File: config.mk
export PLATFORM = sky130hd
export DESIGN_NAME = color_matrix_systolic
export DESIGN_NICKNAME = d
export VERILOG_FILES = /design/src/rtl/csc_pkg.sv /design/src/rtl/csc_pe.sv /design/src/rtl/csc_row.sv /design/src/rtl/csc_sat.sv /design/src/rtl/color_matrix_systolic.sv
export SDC_FILE = /design/constraint.sdc
export NUM_CORES = 1
export LEC_CHECK = 0
export ABC_AREA = 0
export CAP_MARGIN = 20
export CORE_ASPECT_RATIO = 1.4
export CORE_MARGIN = 3
export CORE_UTILIZATION = 69
export CTS_CLUSTER_SIZE = 28
export DETAILED_ROUTE_END_ITERATION = 10
export GPL_TIMING_DRIVEN = 0
export PLACE_DENSITY = 0.88
export SYNTH_ARGS = -nofsm -noshare
export SYNTH_HDL_FRONTEND = slang
export SYNTH_SLANG_ARGS = --single-unit
File: constraint.sdc
create_clock -name clk -period 10.2 [get_ports clk]
set_input_delay 2.04 -clock clk [delete_from_list [all_inputs] [get_ports clk]]
set_output_delay 2.04 -clock clk [all_outputs]
set_load 0.005 [all_outputs]
File: src/rtl/csc_pkg.sv
package csc_pkg;
   // number of color channels; fixed by the three-port interface
   localparam int NUM_CH = 3;

   // matrix entries in thousandths; column 3 is the affine offset
   function automatic int coef_milli(input bit inv, input int row, input int col);
      int v;
      v = 0;
      if (!inv) begin
         case (row * 4 + col)
            0: v = 257;    1: v = 504;    2: v = 98;     3: v = 16000;
            4: v = 439;    5: v = -368;   6: v = -71;    7: v = 128000;
            8: v = -148;   9: v = -291;   10: v = 439;   11: v = 128000;
            default: v = 0;
         endcase
      end else begin
         case (row * 4 + col)
            0: v = 1164;   1: v = 1596;   2: v = 0;      3: v = -222912;
            4: v = 1164;   5: v = -813;   6: v = -392;   7: v = 135616;
            8: v = 1164;   9: v = 0;      10: v = 2017;  11: v = -276800;
            default: v = 0;
         endcase
      end
      return v;
   endfunction

   // nearest multiple of 2^-frac, ties away from zero
   function automatic int quant(input int milli, input int frac);
      int s;
      s = milli * (1 << frac);
      return (s >= 0) ? (s + 500) / 1000 : (s - 500) / 1000;
   endfunction

   function automatic int coef_q(input bit inv, input int row, input int col, input int frac);
      return quant(coef_milli(inv, row, col), frac);
   endfunction

   // offset plus one half: truncation of the final sum then rounds
   function automatic int seed_q(input bit inv, input int row, input int frac);
      return coef_q(inv, row, 3, frac) + (1 << (frac - 1));
   endfunction
endpackage

File: src/rtl/csc_pe.sv
module csc_pe #(
   parameter int COMP_W   = 8,
   parameter int FRAC_W   = 5,
   parameter int COEF_W   = 13,
   parameter int ACC_W    = 16,
   parameter int COEF_FWD = 0,
   parameter int COEF_INV = 0
) (
   input  logic                    clk,
   input  logic                    rst_n,
   input  logic                    sel_inv,
   input  logic [COMP_W-1:0]       comp,
   input  logic signed [ACC_W-1:0] sum_in,
   output logic signed [ACC_W-1:0] sum_out
);
   localparam int XW = COMP_W + FRAC_W + 1;
   localparam int PW = COEF_W + XW;
   localparam logic signed [COEF_W-1:0] K_FWD = COEF_W'(COEF_FWD);
   localparam logic signed [COEF_W-1:0] K_INV = COEF_W'(COEF_INV);

   generate
      if (PW < ACC_W + FRAC_W) begin : g_bad_width
         $error("csc_pe: product narrower than accumulator plus fraction");
      end
   endgenerate

   logic signed [COEF_W-1:0] k_sel;
   logic signed [XW-1:0]     x_fix;
   logic signed [PW-1:0]     prod;
   logic signed [ACC_W-1:0]  term;

   always_comb begin
      k_sel = sel_inv ? K_INV : K_FWD;
      x_fix = $signed({1'b0, comp, {FRAC_W{1'b0}}});
      prod  = PW'(k_sel) * PW'(x_fix);
      term  = ACC_W'(prod >>> FRAC_W);
   end

   always_ff @(posedge clk) begin
      if (!rst_n) sum_out <= '0;
      else        sum_out <= sum_in + term;
   end

   // adding same-signed operands never flips the sign
   p_no_wrap_pos_r9: assert property (@(posedge clk) disable iff (!rst_n)
      (sum_in >= 0 && term >= 0) |=> (sum_out >= 0));
   p_no_wrap_neg_r9: assert property (@(posedge clk) disable iff (!rst_n)
      (sum_in < 0 && term < 0) |=> (sum_out < 0));
endmodule

File: src/rtl/csc_row.sv
module csc_row import csc_pkg::*; #(
   parameter int ROW    = 0,
   parameter int COMP_W = 8,
   parameter int FRAC_W = 5,
   parameter int COEF_W = 13,
   parameter int ACC_W  = 16
) (
   input  logic                             clk,
   input  logic                             rst_n,
   input  logic [NUM_CH-1:0]                inv_col,
   input  logic [NUM_CH-1:0][COMP_W-1:0]    comp_col,
   output logic signed [ACC_W-1:0]          sum
);
   localparam logic signed [ACC_W-1:0] SEED_FWD = ACC_W'(seed_q(1'b0, ROW, FRAC_W));
   localparam logic signed [ACC_W-1:0] SEED_INV = ACC_W'(seed_q(1'b1, ROW, FRAC_W));

   logic signed [ACC_W-1:0] link [NUM_CH+1];

   assign link[0] = inv_col[0] ? SEED_INV : SEED_FWD;

   generate
      for (genvar k = 0; k < NUM_CH; k++) begin : g_col
         csc_pe #(
            .COMP_W  (COMP_W),
            .FRAC_W  (FRAC_W),
            .COEF_W  (COEF_W),
            .ACC_W   (ACC_W),
            .COEF_FWD(coef_q(1'b0, ROW, k, FRAC_W)),
            .COEF_INV(coef_q(1'b1, ROW, k, FRAC_W))
         ) u_pe (
            .clk    (clk),
            .rst_n  (rst_n),
            .sel_inv(inv_col[k]),
            .comp   (comp_col[k]),
            .sum_in (link[k]),
            .sum_out(link[k+1])
         );
      end
   endgenerate

   assign sum = link[NUM_CH];
endmodule

File: src/rtl/csc_sat.sv
module csc_sat #(
   parameter int COMP_W = 8,
   parameter int FRAC_W = 5,
   parameter int ACC_W  = 16
) (
   input  logic                    clk,
   input  logic                    rst_n,
   input  logic                    vld,
   input  logic signed [ACC_W-1:0] sum,
   output logic [COMP_W-1:0]       res
);
   localparam int IW = ACC_W - FRAC_W;
   localparam logic signed [IW-1:0]    TOP  = IW'((1 << COMP_W) - 1);
   localparam logic signed [ACC_W-1:0] OVER = ACC_W'((1 << COMP_W) << FRAC_W);

   generate
      if (IW <= COMP_W) begin : g_bad_width
         $error("csc_sat: integer part must exceed component width");
      end
   endgenerate

   logic signed [IW-1:0] whole;
   logic [COMP_W-1:0]    clipped;

   always_comb begin
      whole = IW'(sum >>> FRAC_W);
      if (whole < 0)        clipped = '0;
      else if (whole > TOP) clipped = '1;
      else                  clipped = whole[COMP_W-1:0];
   end

   always_ff @(posedge clk) begin
      if (!rst_n)   res <= '0;
      else if (vld) res <= clipped;
   end

   p_clamp_low_r4: assert property (@(posedge clk) disable iff (!rst_n)
      (vld && sum < 0) |=> (res == '0));
   p_clamp_high_r4: assert property (@(posedge clk) disable iff (!rst_n)
      (vld && sum >= OVER) |=> (res == '1));
   p_hold_r8: assert property (@(posedge clk) disable iff (!rst_n)
      !vld |=> $stable(res));
endmodule

File: src/rtl/color_matrix_systolic.sv
module color_matrix_systolic import csc_pkg::*; #(
   parameter int COMP_W = 8,
   parameter int FRAC_W = 5,
   parameter int COEF_W = 13,
   parameter int ACC_W  = 16
) (
   input  logic              clk,
   input  logic              rst_n,
   input  logic              in_valid,
   input  logic              in_inv,
   input  logic [COMP_W-1:0] src0,
   input  logic [COMP_W-1:0] src1,
   input  logic [COMP_W-1:0] src2,
   output logic              out_valid,
   output logic [COMP_W-1:0] dst0,
   output logic [COMP_W-1:0] dst1,
   output logic [COMP_W-1:0] dst2
);
   // array depth plus the clamp register
   localparam int LAT = NUM_CH + 1;

   generate
      if (ACC_W < COMP_W + FRAC_W + 3) begin : g_bad_acc
         $error("color_matrix_systolic: accumulator too narrow for offsets");
      end
      if (FRAC_W < 1) begin : g_bad_frac
         $error("color_matrix_systolic: at least one fractional bit needed");
      end
   endgenerate

   logic [NUM_CH-1:0][COMP_W-1:0] src_vec;
   logic [COMP_W-1:0]             col_u [NUM_CH];
   logic                          inv_u [NUM_CH];
   logic [NUM_CH-1:0][COMP_W-1:0] col_comp;
   logic [NUM_CH-1:0]             col_inv;
   logic [LAT-1:0]                vld_pipe;
   logic signed [ACC_W-1:0]       row_sum [NUM_CH];
   logic [COMP_W-1:0]             res_u [NUM_CH];

   assign src_vec  = {src2, src1, src0};
   assign inv_u[0] = in_inv;

   // column k sees its component and the direction k cycles late
   generate
      for (genvar k = 0; k < NUM_CH; k++) begin : g_skew
         if (k == 0) begin : g_direct
            assign col_u[0] = src_vec[0];
         end else begin : g_delay
            logic [COMP_W-1:0] chain [k];
            always_ff @(posedge clk) begin
               if (!rst_n) begin
                  for (int j = 0; j < k; j++) chain[j] <= '0;
               end else begin
                  chain[0] <= src_vec[k];
                  for (int j = 1; j < k; j++) chain[j] <= chain[j-1];
               end
            end
            assign col_u[k] = chain[k-1];

            always_ff @(posedge clk) begin
               if (!rst_n) inv_u[k] <= 1'b0;
               else        inv_u[k] <= inv_u[k-1];
            end
         end
      end
   endgenerate

   always_comb begin
      for (int k = 0; k < NUM_CH; k++) begin
         col_comp[k] = col_u[k];
         col_inv[k]  = inv_u[k];
      end
   end

   always_ff @(posedge clk) begin
      if (!rst_n) vld_pipe <= '0;
      else        vld_pipe <= {vld_pipe[LAT-2:0], in_valid};
   end

   generate
      for (genvar r = 0; r < NUM_CH; r++) begin : g_row
         csc_row #(
            .ROW   (r),
            .COMP_W(COMP_W),
            .FRAC_W(FRAC_W),
            .COEF_W(COEF_W),
            .ACC_W (ACC_W)
         ) u_row (
            .clk     (clk),
            .rst_n   (rst_n),
            .inv_col (col_inv),
            .comp_col(col_comp),
            .sum     (row_sum[r])
         );

         csc_sat #(
            .COMP_W(COMP_W),
            .FRAC_W(FRAC_W),
            .ACC_W (ACC_W)
         ) u_sat (
            .clk  (clk),
            .rst_n(rst_n),
            .vld  (vld_pipe[LAT-2]),
            .sum  (row_sum[r]),
            .res  (res_u[r])
         );
      end
   endgenerate

   assign out_valid = vld_pipe[LAT-1];
   assign dst0      = res_u[0];
   assign dst1      = res_u[1];
   assign dst2      = res_u[2];

   p_latency_r5: assert property (@(posedge clk) disable iff (!rst_n)
      in_valid |=> ##(LAT-1) out_valid);
   p_bubble_r8: assert property (@(posedge clk) disable iff (!rst_n)
      !in_valid |=> ##(LAT-1) !out_valid);
endmodule

==> flow_summary.toml, run 1 <==
[status]
status = "complete, no violations"

[cts]
clock-root-buffer = "clkbuf_16"
clk_path_buf_depth = 2
cts_buffers = 17
htreeDepth = 4
insertion_delay_ns = 0.45
cts.sinks = 182
postCtsSetupRepairBufs = 0
postCtsHoldBufs = 0
cts_resized = 0
cts_tree = "done"
clk_pin_slew_ns = 0.07

[synthesis]
synthCells = 2036
yosys.area.top_type_share = 0.221
async_flop_share = 0
ys.flop_type = "dfxtp_1"
seq_area_frac_synth = 0.196
yosys-top-cells-area = "fa_1 (22%), ha_1 (22%), dfxtp_1 (20%), inv_1 (9.4%), nor2_1 (4.1%)"
synth-edff-count = 0
netlist_area_um2 = 18600
ys_seq_elements = 182
yosysUniqueCellTypes = 65
avgSynthCellArea_um2 = 9.13
synth_top_area_cell = "fa_1"
synth_warnings = 0

[global_route]
grt_pass1_wl_um = 70000
overflow = 0
grt_pass1_vias = 14600
globalRouteTotalUtil = 0.313
grt_max_degree = 17
grt_antenna_before_repair = 0

[timing]
max_slew.worst_pin.slew_ns = 1.21
finalSetupViolations = 0
setup_tns_ns = 0
max_freq_mhz = 120
fin_ws_ns = 1.88
min_period_over_period = 0.816
rsz0062_at_grt = "false"
fin_skew_ns = 0.00805
period_needed_ns = 8.32
hold_viol = 0
max_slew_margin = 0.193
drv_slew = 0

[place]
post-place-ws_ns = 1.39
hpwl_um = 36000
place_area_um2 = 19600
place.gp.congestion = 0.981
port_buffers = 50

[die]
num_io_pins = 53
start_util = 0.705
core_area_um2 = 26400
dieArea_um2 = 29000
die_h_um = 200
die_x_um = 145
fp-row-count = 70

[min_path]
whs_path_depth = 1
hold_path_class = "reg -> reg"

[routing]
wl_per_cell_um = 17.4
drcViolationCount = 0
dr.pass1.iters = 4
drt_iter0_drc = 472
wl_um = 43300
vias = 13400
viasPerCell = 5.41
ant_nets = 0

[critical_path]
worstPathRequired_ns = 10.51
cp_max_fo = 11
rr_worst_depth = 19
end_kind = "flop"
start_kind = "input pin"
critPathArrivalTime_ns = 8.63
path_class = "in -> reg"

[layout]
fin_area_um2 = 20100
diodes = 0
nets = 2669
postLayoutCoreUtil = 0.763
final_common_cell = "inv_1"
final_cell_mix = "inv_1 (463), ha_1 (324), fa_1 (205)"
drive_gt1_frac = 0.0287
area_growth_pct = 8.21

[flow_run]
drv_cap = 0

[power_and_ir_drop]
power_w = 0.00475
leakage_nw = 10.7
peakVddDrop_v = 0.000214
powerDensity_nw_per_um2 = 236
final cells by class:
| type | instances | area [um^2] |
|---|---|---|
| fill | 1863 | 6250 |
| clock buffer | 18 | 429 |
| buffer | 49 | 215 |
| timing repair buffer | 50 | 500 |
| tap | 360 | 450 |
| multi-input combinational | 1347 | 13000 |
| sequential | 182 | 3640 |
| inverter | 465 | 1750 |
| clock inverter | 12 | 120 |
flip-flops by register name, indices dropped and copies added (netlist names):
| signal | count |
|---|---|
| col_inv | 2 |
| g_skew.g_delay.chain | 24 |
| vld_pipe | 4 |
| g_row.u_sat.res | 24 |
| g_row.u_row.g_col.u_pe.sum_out | 128 |
worst max-delay path, cell delays in order:
cell and delay (ns):
clkdlybuf4s50_1 1.03, clkbuf_1 0.47, clkinv_1 0.44, nand2_1 0.53, inv_1 0.22, fa_1 0.51, fa_1 0.52, inv_1 0.06
fa_1 0.53, inv_1 0.05, fa_1 0.39, fa_1 0.47, ha_1 0.37, o21ai_0 0.12, a31o_2 0.25, a21oi_1 0.24
o21ai_0 0.16, xnor2_1 0.17, nor2_1 0.05
metrics by stage:
stage	hold WS (ns)	cells
finish	0.436	2483
global route	0.455	2483
CTS	0.437	2483
detailed placement	0.422	2453
global placement	0.415	2453
floorplan	0.412	2043
where the power goes:
| group | switching, W | internal [W] | total (W) |
|---|---|---|---|
| logic | 0.00176 | 0.00138 | 0.00314 |
| clock network | 0.000296 | 0.000338 | 0.000634 |
| registers | 0.0000685 | 0.000901 | 0.000969 |
| total | 0.00213 | 0.00262 | 0.00475 |
final timing paths:
path                             startpoint  slack (ns)                                        to
worst min-delay path            vld_pipe[1]        0.44                               vld_pipe[2]
worst max-delay path                 in_inv        1.88  g_row[2].u_row.g_col[0].u_pe.sum_out[15]
worst min register to register  vld_pipe[1]        0.44                               vld_pipe[2]
worst max register to register   col_inv[1]        4.34  g_row[2].u_row.g_col[1].u_pe.sum_out[15]
cells in the mapped netlist, drive strengths merged, types with 3 or more instances:
cell / n
a21oi: 71
mux2i: 30
nor2b: 18
clkbuf: 39
o211ai: 4
o22ai: 3
nor3: 21
o21bai: 7
a2111oi: 4
o21ai: 39
and3: 8
ha: 324
nand2: 64
fa: 205
buf: 10
nand4: 6
o21a: 18
o31ai: 3
nor2: 203
a211oi: 5
xor2: 44
xnor2: 57
and2: 72
a21o: 42
a311o: 3
a31oi: 6
nand3: 12
dfxtp: 182
or2: 12
or3: 8
nor3b: 3
nand2b: 16
inv: 464
cells by family (layout without fill, tap and decap cells):
group	count (synthesis)	after routing	share of synthesized area
other	2	9	0.000404
adders and majority gates	529	529	0.439
buffers and inverters	514	594	0.105
AOI/OAI and AO/OA	227	227	0.0806
muxes	31	31	0.0168
xor gates and xnor gates	101	101	0.0476
and+or+nand+nor	450	450	0.114
DFF	182	182	0.196
metal layers:
layer / vias to the layer above / share of wire / global-route usage
met4: 0 / 0.095 / 0.245
met5: - / 0 / 0
met3: 183 / 0.032 / 0.0420
met2: 373 / 0.52 / 0.565
li1: 6522 / - / -
met1: 6357 / 0.35 / 0.312
Note: power is estimated with default switching activity, not from simulation.
==> inputs of run 2 (changes only) <==
Settings changed: CORE_UTILIZATION 69 to 64, PLACE_DENSITY 0.88 to 0.82.
Clock period 10.2 ns to 8.58 ns, I/O delays scaled along.
==> run 2 against run 1 <==
Die area is 7.5% higher. Flip-flop and latch count did not move. Register-to-register slack got worse by 1.5 ns. Cell count up 0.68%. Hold slack got worse by 0.0050 ns. Critical path type unchanged. Highest routed layer unchanged.
==> flow_summary.toml, run 2 (synthesis results as in run 1) <==
[layout]
area_growth_pct = 8.64
reg_top3 = "g_row.u_row.g_col.u_pe.sum_out (128), g_row.u_sat.res (24), g_skew.g_delay.chain (24)"
final_cell_mix = "inv_1 (463), ha_1 (324), fa_1 (205)"
largest_reg_flops = 128
drive_gt1_frac = 0.0301
regMostFlops = "g_row.u_row.g_col.u_pe.sum_out"
final_common_cell = "inv_1"
diodes = 0
nets = 2669
layout.cells.non_filler = 2500

[critical_path]
r2r-start = "col_inv[1]"
endpoint = "g_row[2].u_row.g_col[0].u_pe.sum_out[14]"
r2r_slack_ns = 2.83
reg2reg_to = "g_row[2].u_row.g_col[1].u_pe.sum_out[14]"
worstPathCellList = "clkdlybuf4s50_1, clkbuf_1, clkinv_1, nand2_1, inv_1, fa_1, fa_1, inv_1, fa_1, inv_1, fa_1, fa_1, ha_1, a21oi_1, o22ai_1, o41ai_1, o21ai_0, mux2i_1"
worstPathRequired_ns = 8.92
critPathArrivalTime_ns = 8.24
cp_top_family = "adder cells"
startpoint = "in_inv"
rr_worst_depth = 19
path_buf_inv = 6
cpMostUsedCell = "fa_1"
start_kind = "input pin"
end_kind = "flop"
cp_num_cells = 18
cp_slowest_stage_delay_ns = 1.01
cp_max_fo = 11
slowest_stage = "clkdlybuf4s50_1"
path_class = "in -> reg"

[min_path]
hold_path_class = "reg -> reg"

[timing]
hold_viol = 0
max_slew.worst_pin.slew_ns = 1.09
rsz0062_at_grt = "false"
finalSetupViolations = 0
setup_tns_ns = 0
drv_slew = 0
min_period_over_period = 0.921
period_needed_ns = 7.91
max_slew_margin = 0.272
max_freq_mhz = 127
fin_skew_ns = 0.0112

[routing]
dr.pass1.iters = 6
vias = 13300
wl_per_cell_um = 16.7
drt_iter0_drc = 405
drcViolationCount = 0
wl_um = 41600
viasPerCell = 5.31
ant_nets = 0

[place]
hpwl_um = 35000
dp.cells = 2468
port_buffers = 50
place.gp.congestion = 1.01

[power_and_ir_drop]
switching_share = 0.445
powerDensity_nw_per_um2 = 279
p_switching_w = 0.00251
peakVddDrop_v = 0.000213
combPwrFrac = 0.654
seqPwrFrac = 0.204
clkPwrFrac = 0.142
power.internal_w = 0.00313
leakage_nw = 10.8

[status]
status = "complete, no violations"

[global_route]
overflow = 0
globalRouteTotalUtil = 0.285
grt_max_degree = 20
grt_pass1_vias = 14300
grt_antenna_before_repair = 0
grt_pass1_wl_um = 69000

[cts]
clock-root-buffer = "clkbuf_16"
clk_pin_slew_ns = 0.08
htreeDepth = 4
clk_path_buf_depth = 2
cts.sinks = 182
cts_buffers = 17
postCtsHoldBufs = 0
cts_resized = 0
insertion_delay_ns = 0.46
cts_tree = "done"
postCtsSetupRepairBufs = 0

[die]
die_x_um = 150
dieArea_um2 = 31200
fp-row-count = 73
start_util = 0.652
core_area_um2 = 28500
die_h_um = 208
num_io_pins = 53

[flow_run]
drv_cap = 0
==> run 2: worst reg2reg max path: stages (launching register included) <==
cell      delay (ns)
dfxtp_1         0.35
buf_1           0.36
nand2b_1        0.21
inv_1           0.16
fa_1            0.63
fa_1            0.55
inv_1           0.06
fa_1            0.53
inv_1           0.05
fa_1            0.48
inv_1           0.05
fa_1            0.47
inv_1           0.04
ha_1            0.19
or3_1           0.39
a211o_1         0.32
a41oi_1         0.29
o21ai_1         0.16
a211o_1         0.29
o211ai_1        0.09
==> run 2: metrics by stage <==
stage	util	setup slack (ns)	hold slack [ns]	power (W)	area, um^2
after floorplan	-	2.21	0.412	0.00407	18600
after global routing	0.709	0.253	0.437	0.00626	20200
final	0.709	0.675	0.431	0.00564	20200
after global placement	0.687	0.165	0.416	0.00464	19600
after detailed placement	0.687	0.185	0.419	0.00480	19600
after CTS	0.709	0.643	0.434	0.00565	20200
==> run 2: how the worst min path moves through the flow <==
stage,startpoint,end,slack (ns),depth (start not counted)
6_report,vld_pipe[1],vld_pipe[2],0.43,1
5_1_grt,vld_pipe[1],vld_pipe[2],0.44,1
4_1_cts,vld_pipe[1],vld_pipe[2],0.43,1
3_5_place_dp,g_skew[2].g_delay.chain[0][5],g_skew[2].g_delay.chain[0][13],0.42,1
3_3_place_gp,vld_pipe[1],vld_pipe[2],0.42,1
2_1_floorplan,g_row[1].u_row.g_col[0].u_pe.sum_out[0],g_row[1].u_row.g_col[1].u_pe.sum_out[0],0.41,1
==> run 2: cell type report <==
| type | count | area (um^2) |
|---|---|---|
| Fill cell | 2208 | 8310 |
| Timing Repair Buffer | 50 | 500 |
| Clock buffer | 17 | 425 |
| Multi-Input combinational cell | 1347 | 13000 |
| Buffer | 49 | 215 |
| Tap cell | 375 | 469 |
| Clock inverter | 15 | 184 |
| Inverter | 465 | 1750 |
| Sequential cell | 182 | 3640 |
==> run 2: per-layer routing <==
layer / GRT usage / vias up / part of all wire / routed length [um]
met4: 0.198 / 0 / 0.081 / 3350
met1: 0.291 / 6289 / 0.36 / 15100
met3: 0.0343 / 168 / 0.031 / 1310
met2: 0.526 / 307 / 0.53 / 21900
met5: 0 / - / 0 / 0
li1: - / 6510 / - / -
==> run 2: power by group through the flow <==
stage,clock network [W],registers (W),logic [W]
finish,0.000798,0.00115,0.00369
global placement,0,0.00116,0.00347
global route,0.000844,0.00117,0.00424
floorplan,0,0.00114,0.00292
detailed placement,0,0.00117,0.00363
CTS,0.000811,0.00115,0.00369
